### config.mk
export PLATFORM = sky130hd
export DESIGN_NAME = lvl_irq_ctrl
export DESIGN_NICKNAME = d
export VERILOG_FILES = /design/src/rtl/lvl_irq_pkg.sv /design/src/rtl/irq_src_slot.sv /design/src/rtl/irq_pick_tree.sv /design/src/rtl/irq_cpu_gate.sv /design/src/rtl/lvl_irq_ctrl.sv
export SDC_FILE = /design/constraint.sdc
export NUM_CORES = 1
export LEC_CHECK = 0
export CAP_MARGIN = 20
export CORE_AREA = 3 3 86 88
export CTS_CLUSTER_SIZE = 14
export DETAILED_ROUTE_END_ITERATION = 16
export DIE_AREA = 0 0 89 91
export PLACE_DENSITY_LB_ADDON = 0.3
export SYNTH_ARGS = -nofsm -noshare
export SYNTH_HDL_FRONTEND = slang
export SYNTH_SLANG_ARGS = --single-unit
### constraint.sdc
create_clock -name clk -period 34.3 [get_ports clk]
set_clock_uncertainty 0.05 [all_clocks]
set_input_delay 5.145 -clock clk [delete_from_list [all_inputs] [get_ports clk]]
set_output_delay 5.145 -clock clk [all_outputs]
set_load 0.005 [all_outputs]
### src/rtl/lvl_irq_pkg.sv
package lvl_irq_pkg;

  localparam int NUM_W = 8;
  localparam int VEC_W = 24;
  localparam logic [VEC_W-1:0] VEC_TOP = 24'hFFFFFC;

  // Each interrupt number owns a 4-byte slot, counted downward from VEC_TOP.
  function automatic logic [VEC_W-1:0] vector_of(input logic [NUM_W-1:0] num);
    return VEC_TOP - {{(VEC_W-NUM_W-2){1'b0}}, num, 2'b00};
  endfunction

  function automatic logic [NUM_W-1:0] number_of(input logic [NUM_W-1:0] first,
                                                 input logic [NUM_W-1:0] idx);
    return first + idx;
  endfunction

  // Strictly-below test used for acceptance.
  function automatic logic level_passes(input logic [7:0] lvl, input logic [7:0] mask);
    return lvl < mask;
  endfunction

endpackage

### src/rtl/irq_src_slot.sv
module irq_src_slot #(
  parameter int LVL_W = 3
) (
  input  logic             clk,
  input  logic             rst_n,
  input  logic             evt,
  input  logic             wr_sel,
  input  logic [LVL_W+2:0] wdata,
  output logic [LVL_W-1:0] lvl_o,
  output logic             svc_o,
  output logic             en_o,
  output logic             pend_o
);

  localparam int SVC_B = LVL_W;
  localparam int EN_B  = LVL_W + 1;
  localparam int CLR_B = LVL_W + 2;

  logic clr_hit;
  assign clr_hit = wr_sel & wdata[CLR_B];

  always_ff @(posedge clk or negedge rst_n) begin
    if (!rst_n) begin
      lvl_o <= '0;
      svc_o <= 1'b0;
      en_o  <= 1'b0;
    end else if (wr_sel) begin
      lvl_o <= wdata[LVL_W-1:0];
      svc_o <= wdata[SVC_B];
      en_o  <= wdata[EN_B];
    end
  end

  always_ff @(posedge clk or negedge rst_n) begin
    if (!rst_n)       pend_o <= 1'b0;
    else if (evt)     pend_o <= 1'b1;
    else if (clr_hit) pend_o <= 1'b0;
  end

  assert_event_sets_R1: assert property (@(posedge clk) disable iff (!rst_n)
    evt |=> pend_o);
  assert_flag_holds_R1: assert property (@(posedge clk) disable iff (!rst_n)
    (pend_o && !clr_hit) |=> pend_o);
  assert_clear_drops_R2: assert property (@(posedge clk) disable iff (!rst_n)
    (clr_hit && !evt) |=> !pend_o);
  assert_no_spurious_set_R1: assert property (@(posedge clk) disable iff (!rst_n)
    (!pend_o && !evt) |=> !pend_o);

endmodule

### src/rtl/irq_pick_tree.sv
module irq_pick_tree #(
  parameter int NUM_SRC = 8,
  parameter int LVL_W   = 3,
  parameter int IDX_W   = 3
) (
  input  logic                          clk,
  input  logic                          rst_n,
  input  logic [NUM_SRC-1:0]            req,
  input  logic [NUM_SRC-1:0][LVL_W-1:0] lvl,
  output logic                          valid,
  output logic [IDX_W-1:0]              win_idx,
  output logic [LVL_W-1:0]              win_lvl
);

  // Ascending scan with a strict compare: the lowest index keeps a tie.
  always_comb begin
    valid   = 1'b0;
    win_idx = '0;
    win_lvl = '0;
    for (int k = 0; k < NUM_SRC; k++) begin
      if (req[k] && (!valid || lvl[k] < win_lvl)) begin
        valid   = 1'b1;
        win_idx = IDX_W'(k);
        win_lvl = lvl[k];
      end
    end
  end

  assert_valid_has_req_R3: assert property (@(posedge clk) disable iff (!rst_n)
    valid |-> req[win_idx]);
  assert_idle_when_empty_R3: assert property (@(posedge clk) disable iff (!rst_n)
    (req == '0) |-> !valid);

  for (genvar g = 0; g < NUM_SRC; g++) begin : g_chk
    assert_no_better_level_R4: assert property (@(posedge clk) disable iff (!rst_n)
      (valid && req[g]) |-> (lvl[g] >= win_lvl));
    assert_tie_low_index_R5: assert property (@(posedge clk) disable iff (!rst_n)
      (valid && req[g] && lvl[g] == win_lvl) |-> (IDX_W'(g) >= win_idx));
  end

endmodule

### src/rtl/irq_cpu_gate.sv
module irq_cpu_gate
  import lvl_irq_pkg::*;
#(
  parameter int LVL_W     = 3,
  parameter int IDX_W     = 3,
  parameter int FIRST_NUM = 11
) (
  input  logic              clk,
  input  logic              rst_n,
  input  logic              valid,
  input  logic [IDX_W-1:0]  win_idx,
  input  logic [LVL_W-1:0]  win_lvl,
  input  logic [LVL_W-1:0]  cpu_mask,
  input  logic              cpu_gie,
  output logic              accept,
  output logic [NUM_W-1:0]  num,
  output logic [VEC_W-1:0]  vector
);

  logic [NUM_W-1:0] raw_num;
  logic             lvl_ok;

  assign raw_num = number_of(NUM_W'(FIRST_NUM), NUM_W'(win_idx));
  assign lvl_ok  = level_passes(8'(win_lvl), 8'(cpu_mask));
  assign accept  = valid & cpu_gie & lvl_ok;
  assign num     = valid ? raw_num : '0;
  assign vector  = valid ? vector_of(raw_num) : '0;

  assert_top_level_never_R7: assert property (@(posedge clk) disable iff (!rst_n)
    (win_lvl == {LVL_W{1'b1}}) |-> !accept);
  assert_vector_aligned_R8: assert property (@(posedge clk) disable iff (!rst_n)
    valid |-> (vector[1:0] == 2'b00 && vector != '0));
  assert_gie_gates_R7: assert property (@(posedge clk) disable iff (!rst_n)
    !cpu_gie |-> !accept);

endmodule

### src/rtl/lvl_irq_ctrl.sv
module lvl_irq_ctrl
  import lvl_irq_pkg::*;
#(
  parameter int NUM_SRC   = 8,
  parameter int LVL_W     = 3,
  parameter int FIRST_NUM = 11,
  localparam int IDX_W    = (NUM_SRC > 1) ? $clog2(NUM_SRC) : 1,
  localparam int ADDR_W   = IDX_W,
  localparam int REG_W    = LVL_W + 3
) (
  input  logic               clk,
  input  logic               rst_n,
  input  logic [NUM_SRC-1:0] src_evt,
  input  logic               reg_we,
  input  logic [ADDR_W-1:0]  reg_addr,
  input  logic [REG_W-1:0]   reg_wdata,
  output logic [REG_W-1:0]   reg_rdata,
  input  logic [LVL_W-1:0]   cpu_mask,
  input  logic               cpu_gie,
  output logic               irq_valid,
  output logic [LVL_W-1:0]   irq_level,
  output logic [7:0]         irq_num,
  output logic               irq_svc,
  output logic               irq_accept,
  output logic [23:0]        irq_vector
);

  logic [NUM_SRC-1:0][LVL_W-1:0] lvl_q;
  logic [NUM_SRC-1:0]            svc_q;
  logic [NUM_SRC-1:0]            en_q;
  logic [NUM_SRC-1:0]            pend_q;
  logic [NUM_SRC-1:0]            req;
  logic [NUM_SRC-1:0][REG_W-1:0] view;
  logic                          pick_valid;
  logic [IDX_W-1:0]              pick_idx;
  logic [LVL_W-1:0]              pick_lvl;
  logic                          addr_in_range;

  for (genvar g = 0; g < NUM_SRC; g++) begin : g_slot
    logic wr_hit;
    assign wr_hit = reg_we && (reg_addr == ADDR_W'(g));

    irq_src_slot #(.LVL_W(LVL_W)) i_slot (
      .clk    (clk),
      .rst_n  (rst_n),
      .evt    (src_evt[g]),
      .wr_sel (wr_hit),
      .wdata  (reg_wdata),
      .lvl_o  (lvl_q[g]),
      .svc_o  (svc_q[g]),
      .en_o   (en_q[g]),
      .pend_o (pend_q[g])
    );

    assign req[g]  = pend_q[g] & en_q[g];
    assign view[g] = {pend_q[g], en_q[g], svc_q[g], lvl_q[g]};
  end

  assign addr_in_range = ({1'b0, reg_addr} < (ADDR_W+1)'(NUM_SRC));
  assign reg_rdata     = addr_in_range ? view[reg_addr] : '0;

  irq_pick_tree #(.NUM_SRC(NUM_SRC), .LVL_W(LVL_W), .IDX_W(IDX_W)) i_pick (
    .clk     (clk),
    .rst_n   (rst_n),
    .req     (req),
    .lvl     (lvl_q),
    .valid   (pick_valid),
    .win_idx (pick_idx),
    .win_lvl (pick_lvl)
  );

  irq_cpu_gate #(.LVL_W(LVL_W), .IDX_W(IDX_W), .FIRST_NUM(FIRST_NUM)) i_gate (
    .clk      (clk),
    .rst_n    (rst_n),
    .valid    (pick_valid),
    .win_idx  (pick_idx),
    .win_lvl  (pick_lvl),
    .cpu_mask (cpu_mask),
    .cpu_gie  (cpu_gie),
    .accept   (irq_accept),
    .num      (irq_num),
    .vector   (irq_vector)
  );

  assign irq_valid = pick_valid;
  assign irq_level = pick_valid ? pick_lvl : '0;
  assign irq_svc   = pick_valid ? svc_q[pick_idx] : 1'b0;

  assert_accept_needs_valid_R7: assert property (@(posedge clk) disable iff (!rst_n)
    irq_accept |-> (irq_valid && irq_level < cpu_mask));
  assert_idle_outputs_zero_R3: assert property (@(posedge clk) disable iff (!rst_n)
    !irq_valid |-> (irq_num == '0 && irq_vector == '0 && !irq_svc));

endmodule

## Word-level counts from Yosys, hierarchy flattened

Index checks and enable logic that the tools add are counted.

- Register bits: 48
- Bits of input ports: 24
- Output and inout port bits: 44
- Word-level logic and storage cells: 154

- Add/subtract/negate cells: 2
- Order comparisons: 10
- Equal/unequal tests: 7
- Mux-type cells: 47
- Bitwise logic cells: 18
- Reductions and logical operators: 38

Operators with widths:

| cell | count |
|---|---|
| $mux 3 | 13 |
| $mux 1 | 27 |
| $lt 3x3->1 | 8 |
| $mux 24 | 1 |
| $and 1x1->1 | 18 |
| $bmux 6 s3 | 1 |
| $reduce_bool 2->1 | 8 |
| $logic_and 1x1->1 | 15 |
| $eq 3x3->1 const B | 4 |
| $sub 3x11->12 const A | 1 |
| $lt 3x4->1 const B | 2 |
| $mux 8 | 1 |
| $logic_not 1->1 | 7 |
| $logic_or 1x1->1 | 7 |
| $eq 3x2->1 const B | 2 |
| $mux 6 | 1 |
| $add 4x3->5 const A | 1 |
| $mux 2 | 2 |
| $bmux 1 s3 | 1 |
| $eq 3x1->1 const B | 1 |
| $logic_not 3->1 | 1 |

## Longest topological paths before layout

Gate-level depths: netlist of run 1.

- Depth after elaboration: 33
- Mapped depth: 54
- Gate-level depth less buffers: 50

## Modules after synthesis

A second synthesis of run 1 with hierarchy kept.

- Cell total of the unflattened synthesis: 352
- Area, all modules: 3917.5 sq um

By module, submodules not included:

| module | times used | cells each | area an instance (sq um) |
|---|---|---|---|
| irq_src_slot | 8 | 14 | 247.7 |
| irq_pick_tree | 1 | 138 | 1002.2 |
| lvl_irq_ctrl | 1 | 54 | 605.6 |
| irq_cpu_gate | 1 | 48 | 327.8 |

## Worst setup path before layout of run 1

OpenSTA, ideal clock, no wires.

- Path type: register -> output
- From: reg g_slot[0].i_slot.pend_o
- To: out irq_accept
- Arrival time: 10902 ps
- Required time: 29105 ps
- Path slack: 18203 ps
- Stages on the path, launching flop included: 53
- Buffers on the path: 4
- Cells stage by stage: dfrtp_1 -> and2_1 -> clkbuf_1 -> nand2_1 -> ha_1 -> inv_1 -> o21a_1 -> o32ai_1 -> inv_1 -> ha_1 -> a21oi_1 -> o21ai_0 -> a21oi_1 -> mux2i_1 -> ha_1 -> a21o_1 -> a211oi_1 -> o21ai_1 -> [... 17 more ...] -> ha_1 -> o21ai_0 -> a21oi_1 -> nor2_1 -> a31oi_1 -> clkbuf_1 -> nor2_1 -> a21o_1 -> ha_1 -> a2111o_1 -> nor4b_1 -> a211o_1 -> nor3b_1 -> a21oi_1 -> o21ai_0 -> ha_1 -> a21o_1 -> a2111oi_0

- Word-level cells in the longest chain between the ends: 32

RTL lines:

| item | line | source |
|---|---|---|
| start: declaration | irq_src_slot.sv:12 | `output logic pend_o` |
| start signal: assignment | irq_src_slot.sv:35 | `if (!rst_n) pend_o <= 1'b0;` |
| start signal: assignment | irq_src_slot.sv:36 | `else if (evt) pend_o <= 1'b1;` |
| start signal: assignment | irq_src_slot.sv:37 | `else if (clr_hit) pend_o <= 1'b0;` |
| $and 1x1->1 (*) | lvl_irq_ctrl.sv:55 | `assign req[g] = pend_q[g] & en_q[g];` |
| $mux 3 / $mux 1 (equally long branches) | irq_pick_tree.sv:21 | `if (req[k] && (!valid \|\| lvl[k] < win_lvl)) begin` |
| $lt 3x3->1 / $logic_not 1->1 (equally long branches) | irq_pick_tree.sv:21 |  |
| $logic_or 1x1->1 | irq_pick_tree.sv:21 |  |
| $logic_and 1x1->1 | irq_pick_tree.sv:21 |  |
| $mux 3 / $mux 1 (equally long branches) | irq_pick_tree.sv:21 |  |
| $lt 3x3->1 / $logic_not 1->1 (equally long branches) | irq_pick_tree.sv:21 |  |
| $logic_or 1x1->1 | irq_pick_tree.sv:21 |  |
| [... 16 more ...] | - |  |
| $logic_and 1x1->1 | irq_pick_tree.sv:21 |  |
| $mux 3 / $mux 1 (equally long branches) | irq_pick_tree.sv:21 |  |
| $lt 3x3->1 / $logic_not 1->1 (equally long branches) | irq_pick_tree.sv:21 |  |
| $logic_or 1x1->1 | irq_pick_tree.sv:21 |  |
| $logic_and 1x1->1 | irq_pick_tree.sv:21 |  |
| $mux 3 / $mux 1 (equally long branches) | irq_pick_tree.sv:21 |  |
| $lt 3x3->1 / $and 1x1->1 (equally long branches) | lvl_irq_pkg.sv:19, irq_cpu_gate.sv:25 |  |
| $and 1x1->1 (*) | irq_cpu_gate.sv:25 | `assign accept = valid & cpu_gie & lvl_ok;` |
| end: declaration | lvl_irq_ctrl.sv:24 | `output logic irq_accept,` |

Mark *: on every way between the ends. The rest lies on a longest branch, timed or not.

## Final worst setup path of run 1

- From: reg g_slot[0].i_slot.en_o
- To: out irq_accept

- Word-level cells in the longest chain between the ends: 32

RTL lines:

| item | line | source |
|---|---|---|
| start: declaration | irq_src_slot.sv:11 | `output logic en_o,` |
| start signal: assignment | irq_src_slot.sv:30 | `en_o <= wdata[EN_B];` |
| $and 1x1->1 (*) | lvl_irq_ctrl.sv:55 |  |
| $mux 3 / $mux 1 (equally long branches) | irq_pick_tree.sv:21 |  |
| $lt 3x3->1 / $logic_not 1->1 (equally long branches) | irq_pick_tree.sv:21 |  |
| $logic_or 1x1->1 | irq_pick_tree.sv:21 |  |
| $logic_and 1x1->1 | irq_pick_tree.sv:21 |  |
| $mux 3 / $mux 1 (equally long branches) | irq_pick_tree.sv:21 |  |
| $lt 3x3->1 / $logic_not 1->1 (equally long branches) | irq_pick_tree.sv:21 |  |
| $logic_or 1x1->1 | irq_pick_tree.sv:21 |  |
| [... 16 more ...] | - |  |
| $logic_and 1x1->1 | irq_pick_tree.sv:21 |  |
| $mux 3 / $mux 1 (equally long branches) | irq_pick_tree.sv:21 |  |
| $lt 3x3->1 / $logic_not 1->1 (equally long branches) | irq_pick_tree.sv:21 |  |
| $logic_or 1x1->1 | irq_pick_tree.sv:21 |  |
| $logic_and 1x1->1 | irq_pick_tree.sv:21 |  |
| $mux 3 / $mux 1 (equally long branches) | irq_pick_tree.sv:21 |  |
| $lt 3x3->1 / $and 1x1->1 (equally long branches) | lvl_irq_pkg.sv:19, irq_cpu_gate.sv:25 |  |
| $and 1x1->1 (*) | irq_cpu_gate.sv:25 |  |

Marks and branches as above.

==> results of run 1 <==
[worst max-delay path, delay by kind of cell, from the launching register on]
| family | cells | cell delay (ns) |
|---|---|---|
| adders and majority gates | 8 | 2.29 |
| and+or+nand+nor | 10 | 1.66 |
| muxes | 2 | 0.73 |
| DFF | 1 | 0.43 |
| buffers and inverters | 6 | 1.28 |
| AOI/OAI and AO/OA | 25 | 5.59 |
[power by group]
part,total (mW),internal (mW),leakage [nW],switching (mW)
Sequential,0.0793,0.0671,0.553,0.0122
Combinational,0.326,0.182,1.19,0.145
Clock,0.0299,0.0131,0.0359,0.0168
Total,0.435,0.262,1.78,0.173
[sequential cells by signal, indices dropped and copies added, names as in the netlist]
register / cells
g_slot.i_slot.svc_o: 8
g_slot.i_slot.pend_o: 8
g_slot.i_slot.en_o: 8
g_slot.i_slot.lvl_o: 24
[cells in the mapped netlist (2+ instances only)]
library cell	number
and2_1	3
o21ai_1	2
o21ai_0	20
inv_1	21
a31oi_1	2
a21oi_1	18
clkbuf_1	10
nand2_2	2
nand3_1	2
nand2_1	33
o221ai_1	2
nor2b_1	4
mux4_2	12
nand4b_1	5
a21o_1	11
or3b_2	2
o21a_1	4
a211o_1	2
ha_1	18
nand4_1	3
o32ai_1	2
nor2_1	21
nor3_1	3
dfrtp_1	48
mux2_2	43
buf_4	22
mux2i_1	3
nand2b_1	11
a211oi_1	2
nor3b_1	4
nor4b_1	2
[final cells by class]
type / count / share of cell area
tap: 80 / 0.0234
clock buffer: 5 / 0.0161
timing repair buffer: 67 / 0.155
multi-input combinational: 268 / 0.507
inverter: 21 / 0.0184
sequential: 48 / 0.280
[how the worst max path moves through the flow]
stage	startpoint	to	slack [ns]	depth (start not counted)
final	g_slot[0].i_slot.en_o	irq_accept	16.82	51
after global routing	g_slot[0].i_slot.en_o	irq_accept	15.64	51
after CTS	g_slot[0].i_slot.en_o	irq_accept	16.24	50
after detailed placement	g_slot[0].i_slot.en_o	irq_accept	16.58	50
after global placement	g_slot[0].i_slot.pend_o	irq_accept	16.98	50
after floorplan	g_slot[0].i_slot.pend_o	irq_accept	18.20	52
[logic make-up (layout without fill, tap and decap cells)]
logic type | Yosys count | in the layout | share of synthesized area
buf+inv | 53 | 93 | 0.0774
simple gates | 104 | 104 | 0.154
other cells | 1 | 5 | 0.00103
compound gates | 83 | 83 | 0.160
flops | 48 | 48 | 0.330
fa+ha+maj | 18 | 18 | 0.0619
mux | 58 | 58 | 0.216
[metrics by stage]
stage / util / std cells / worst slack (ns)
global route: 0.637 / 489 / 15.64
floorplan: - / 369 / 18.20
CTS: 0.631 / 485 / 16.24
detailed placement: 0.621 / 480 / 16.58
global placement: 0.621 / 480 / 16.98
finish: 0.637 / 489 / 16.82
[metal layers]
layer	track usage	routed length (microns)	part of all wire
met3	0.0281	383	0.046
met4	0.0707	114	0.014
met5	0	0	0
met1	0.292	3750	0.45
met2	0.371	4130	0.49
==> results.toml, run 1 <==
[floorplan]
core_sq_um = 6720
die_h_microns = 91
core.rowCount = 30
num_io_pins = 68
dieArea_sq_um = 8100
start_util = 0.542
die_w_microns = 89

[setup_path]
r2r-start = "g_slot[1].i_slot.en_o"
cpPeakStageDelay_ns = 0.58
slowest_stage = "clkdlybuf4s50_1"
start_kind = "flip-flop"
rrSetupSlack_ns = 33.40
cp-end-kind = "output pin"
critPathMaxFanout = 12
r2r_cells = 1
r2r_end = "g_slot[1].i_slot.en_o"
worst_ep_arrival_time_ns = 12.29
cp.required_ns = 29.10
worstSetupPathType = "flip-flop to output pin"
crit_top_cell = "ha_1"

[sta]
fin_setup_tns_ns = 0
setup_viol = 0
period_needed_ns = 17.48
maxSlewViolCount = 0
whs_ns = 0.495
fin_crit_sh = 0.510
tightest_slew_ns = 1.02
fmax_ghz = 0.0572
hold_viol = 0
rsz0062_at_grt = "false"
slew_headroom = 0.315

[global_route]
grt_usage = 0.221
antenna_found_initial = 0
grt_pass1_wl_microns = 14000
grt_overflow_total = 0
grt_pass1_vias = 2942
grt_start_max_net_pins = 49

[job]
maxCapViolations = 0

[placed_design]
io_buffers = 62
hpwl_microns = 6590
placed_area_sq_um = 4170
gp_congestion = 0.853

[hold_path]
worstHoldStart = "g_slot[2].i_slot.svc_o"
hold_depth = 1
hold_end = "g_slot[2].i_slot.svc_o"
hp-class = "flip-flop to flip-flop"

[logic_synthesis]
ys_types = 59
yosysWarnings = 0
synth.avg_cell_area_sq_um = 9.97
synth-seq-area-share = 0.330
synth_seq_cells = 48
synthTopCellsByArea = "dfrtp_1 (33%), mux2_2 (13%), mux4_2 (7.4%)"
synthArstFlopShare = 1.00
syn_area_sq_um = 3640
netlist.area_leader.share = 0.330
ys.flop_type = "dfrtp_1"
synth_top_cell_by_area = "dfrtp_1"
postSynthCellCount = 365
synth_edf_count = 0

[drt]
ant_nets = 0
wl_per_cell_microns = 17.1
viasPerCell = 5.96
wl_microns = 8380
drt_iter0_drc = 147
num_vias = 2914
dr.pass1.iters = 4
drc = 0

[cts]
cts_tree = "done"
cts_inserted_buffers = 5
worstSkewPairLatency_ns = 0.30
cts_sinks = 48
path_clk_slew_ns = 0.08
postCtsResizedCells = 0
root_buffer = "clkbuf_8"
hold_buffers = 0
postCtsSetupBuffers = 0
h-tree-depth = 2
clk_path_buf_depth = 2

[status]
status = "finished, final reports clean"

[pwr]
total_power_mw = 0.435
leakagePower_nw = 1.78
peakVddDrop_mv = 0.0494
p_per_area_nw_per_um2 = 102

[finish]
final.fill_count = 555
stdcell_area_sq_um = 4280
layout_commonest_cell = "clkdlybuf4s50_1"
antennaDiodeCount = 0
seq_area_sq_um = 1200
area_delta_synth_final_pct = 17.7
mostFrequentLayoutCells = "clkdlybuf4s50_1 (61), dfrtp_1 (48), mux2_2 (43)"
nNetsFinal = 453
multi_input_comb_area_sq_um = 2170
final_layout_size_suffix_gt1_frac = 0.196
(Power assumes the default switching activity.)
==> inputs of run 2 (changes only) <==
--- a/config.mk
+++ b/config.mk
@@ -6,10 +6,10 @@
 export NUM_CORES = 1
 export LEC_CHECK = 0
 export CAP_MARGIN = 20
-export CORE_AREA = 3 3 86 88
+export CORE_AREA = 3 3 87 89
 export CTS_CLUSTER_SIZE = 14
 export DETAILED_ROUTE_END_ITERATION = 16
-export DIE_AREA = 0 0 89 91
+export DIE_AREA = 0 0 90 92
 export PLACE_DENSITY_LB_ADDON = 0.3
 export SYNTH_ARGS = -nofsm -noshare
 export SYNTH_HDL_FRONTEND = slang
==> constraint.sdc (replaced) <==
create_clock -name clk -period 16.5 [get_ports clk]
set_clock_uncertainty 0.05 [all_clocks]
set_input_delay 2.475 -clock clk [delete_from_list [all_inputs] [get_ports clk]]
set_output_delay 2.475 -clock clk [all_outputs]
set_load 0.005 [all_outputs]
==> run 2 against run 1 <==
Net effect:
- core utilization decreased by 0.098 points
- flip-flop and latch count unchanged
- critical path type unchanged
- non-clock buffer count down 2
- cell area increased by 1.5%
==> results.toml, run 2 (synthesis gave the netlist of run 1 again) <==
[pwr]
leakagePower_nw = 1.80
total_power_mw = 0.934
p_per_area_nw_per_um2 = 215
peakVddDrop_mv = 0.120

[finish]
layout_commonest_cell = "clkdlybuf4s50_1"
mostFrequentLayoutCells = "clkdlybuf4s50_1 (61), dfrtp_1 (48), mux2_2 (43)"
nNetsFinal = 451
multi_input_comb_area_sq_um = 2170
regMostFlops = "g_slot.i_slot.lvl_o"
antennaDiodeCount = 0
instances_no_fill = 506
final_layout_size_suffix_gt1_frac = 0.198
seq_area_sq_um = 1200
largest_register_ffs = 24
area_delta_synth_final_pct = 19.5
final.fill_count = 582

[cts]
h-tree-depth = 2
path_clk_slew_ns = 0.09
postCtsResizedCells = 0
hold_buffers = 0
cts_sinks = 48
postCtsSetupBuffers = 0
clk_path_buf_depth = 2
root_buffer = "clkbuf_8"
cts_inserted_buffers = 5
worstSkewPairLatency_ns = 0.30
cts_tree = "done"

[drt]
num_vias = 2935
dr.pass1.iters = 4
wl_per_cell_microns = 16.8
drt_iter0_drc = 188
wl_microns = 8490
viasPerCell = 5.80
ant_nets = 0
drc = 0

[setup_path]
cpPeakStageDelay_ns = 0.57
crit_top_cell = "ha_1"
timing.critical_path.buf_inv = 5
worstSetupPathType = "flip-flop to output pin"
worst_ep_arrival_time_ns = 12.48
start_kind = "flip-flop"
cp.required_ns = 13.98
critPathMaxFanout = 12
cp-end-kind = "output pin"
slowest_stage = "clkdlybuf4s50_1"
critical_path.top_delay_family = "compound AO/OA/AOI/OAI gates"

[sta]
tightest_slew_ns = 1.04
hold_viol = 0
fin_crit_sh = 0.909
period_needed_ns = 15.00
fin_setup_tns_ns = 0
setup_viol = 0
maxSlewViolCount = 0
slew_headroom = 0.307
rsz0062_at_grt = "false"
whs_ns = 0.483
postLayoutSetupSlackWorst_ns = 1.50
fmax_ghz = 0.0667

[job]
maxCapViolations = 0

[placed_design]
hpwl_microns = 6540
post-place-cells = 496
post-place-ws_ns = 1.57
io_buffers = 62
gp_congestion = 0.879

[floorplan]
start_util = 0.533
core.rowCount = 30
die_w_microns = 90
num_io_pins = 68
die_h_microns = 92
core_sq_um = 6830
dieArea_sq_um = 8280

[global_route]
grt_overflow_total = 0
grt_usage = 0.210
grt_start_max_net_pins = 49
grt_pass1_vias = 2869
grt_pass1_wl_microns = 14100
antenna_found_initial = 0

[status]
status = "finished, final reports clean"

[hold_path]
hp-class = "flip-flop to flip-flop"
## run 2: layer usage
layer	wire [microns]	share of wire	global-route usage
met4	87	0.010	0.0510
met5	0	0	0
met2	4270	0.50	0.376
met3	415	0.049	0.0353
met1	3720	0.44	0.265
## run 2: final timing paths
| check | start | to | slack, ns | depth (start not counted) |
|---|---|---|---|---|
| worst max-delay path | g_slot[0].i_slot.pend_o | irq_accept | 1.50 | 51 |
| worst min-delay path | g_slot[6].i_slot.en_o | g_slot[6].i_slot.en_o | 0.48 | 1 |
| worst max register to register | g_slot[6].i_slot.lvl_o[2] | g_slot[6].i_slot.lvl_o[2] | 15.60 | 1 |
| worst min register to register | g_slot[6].i_slot.en_o | g_slot[6].i_slot.en_o | 0.48 | 1 |
| max in group asynchronous | rst_n | g_slot[5].i_slot.lvl_o[1] | 13.89 | 2 |
| min in group asynchronous | rst_n | g_slot[4].i_slot.pend_o | 2.01 | 1 |
## run 2: final cells by class
class,count,area share
Timing Repair Buffer,65,0.150
Clock buffer,7,0.0222
Inverter,21,0.0181
Sequential cell,48,0.276
Multi-Input combinational cell,268,0.499
Clock inverter,1,0.00691
Tap cell,96,0.0276
## run 2: power breakdown
| part | total [mW] | leakage, nW | switching, mW | internal [mW] |
|---|---|---|---|---|
| registers | 0.165 | 0.553 | 0.0256 | 0.139 |
| clock network | 0.0932 | 0.0645 | 0.0397 | 0.0535 |
| logic | 0.676 | 1.18 | 0.299 | 0.377 |
| total | 0.934 | 1.80 | 0.364 | 0.570 |
## run 2: metrics by stage
step | util | area [sq um]
finish | 0.636 | 4350
global route | 0.636 | 4350
CTS | 0.632 | 4320
detailed placement | 0.614 | 4190
global placement | 0.614 | 4190
floorplan | - | 3650
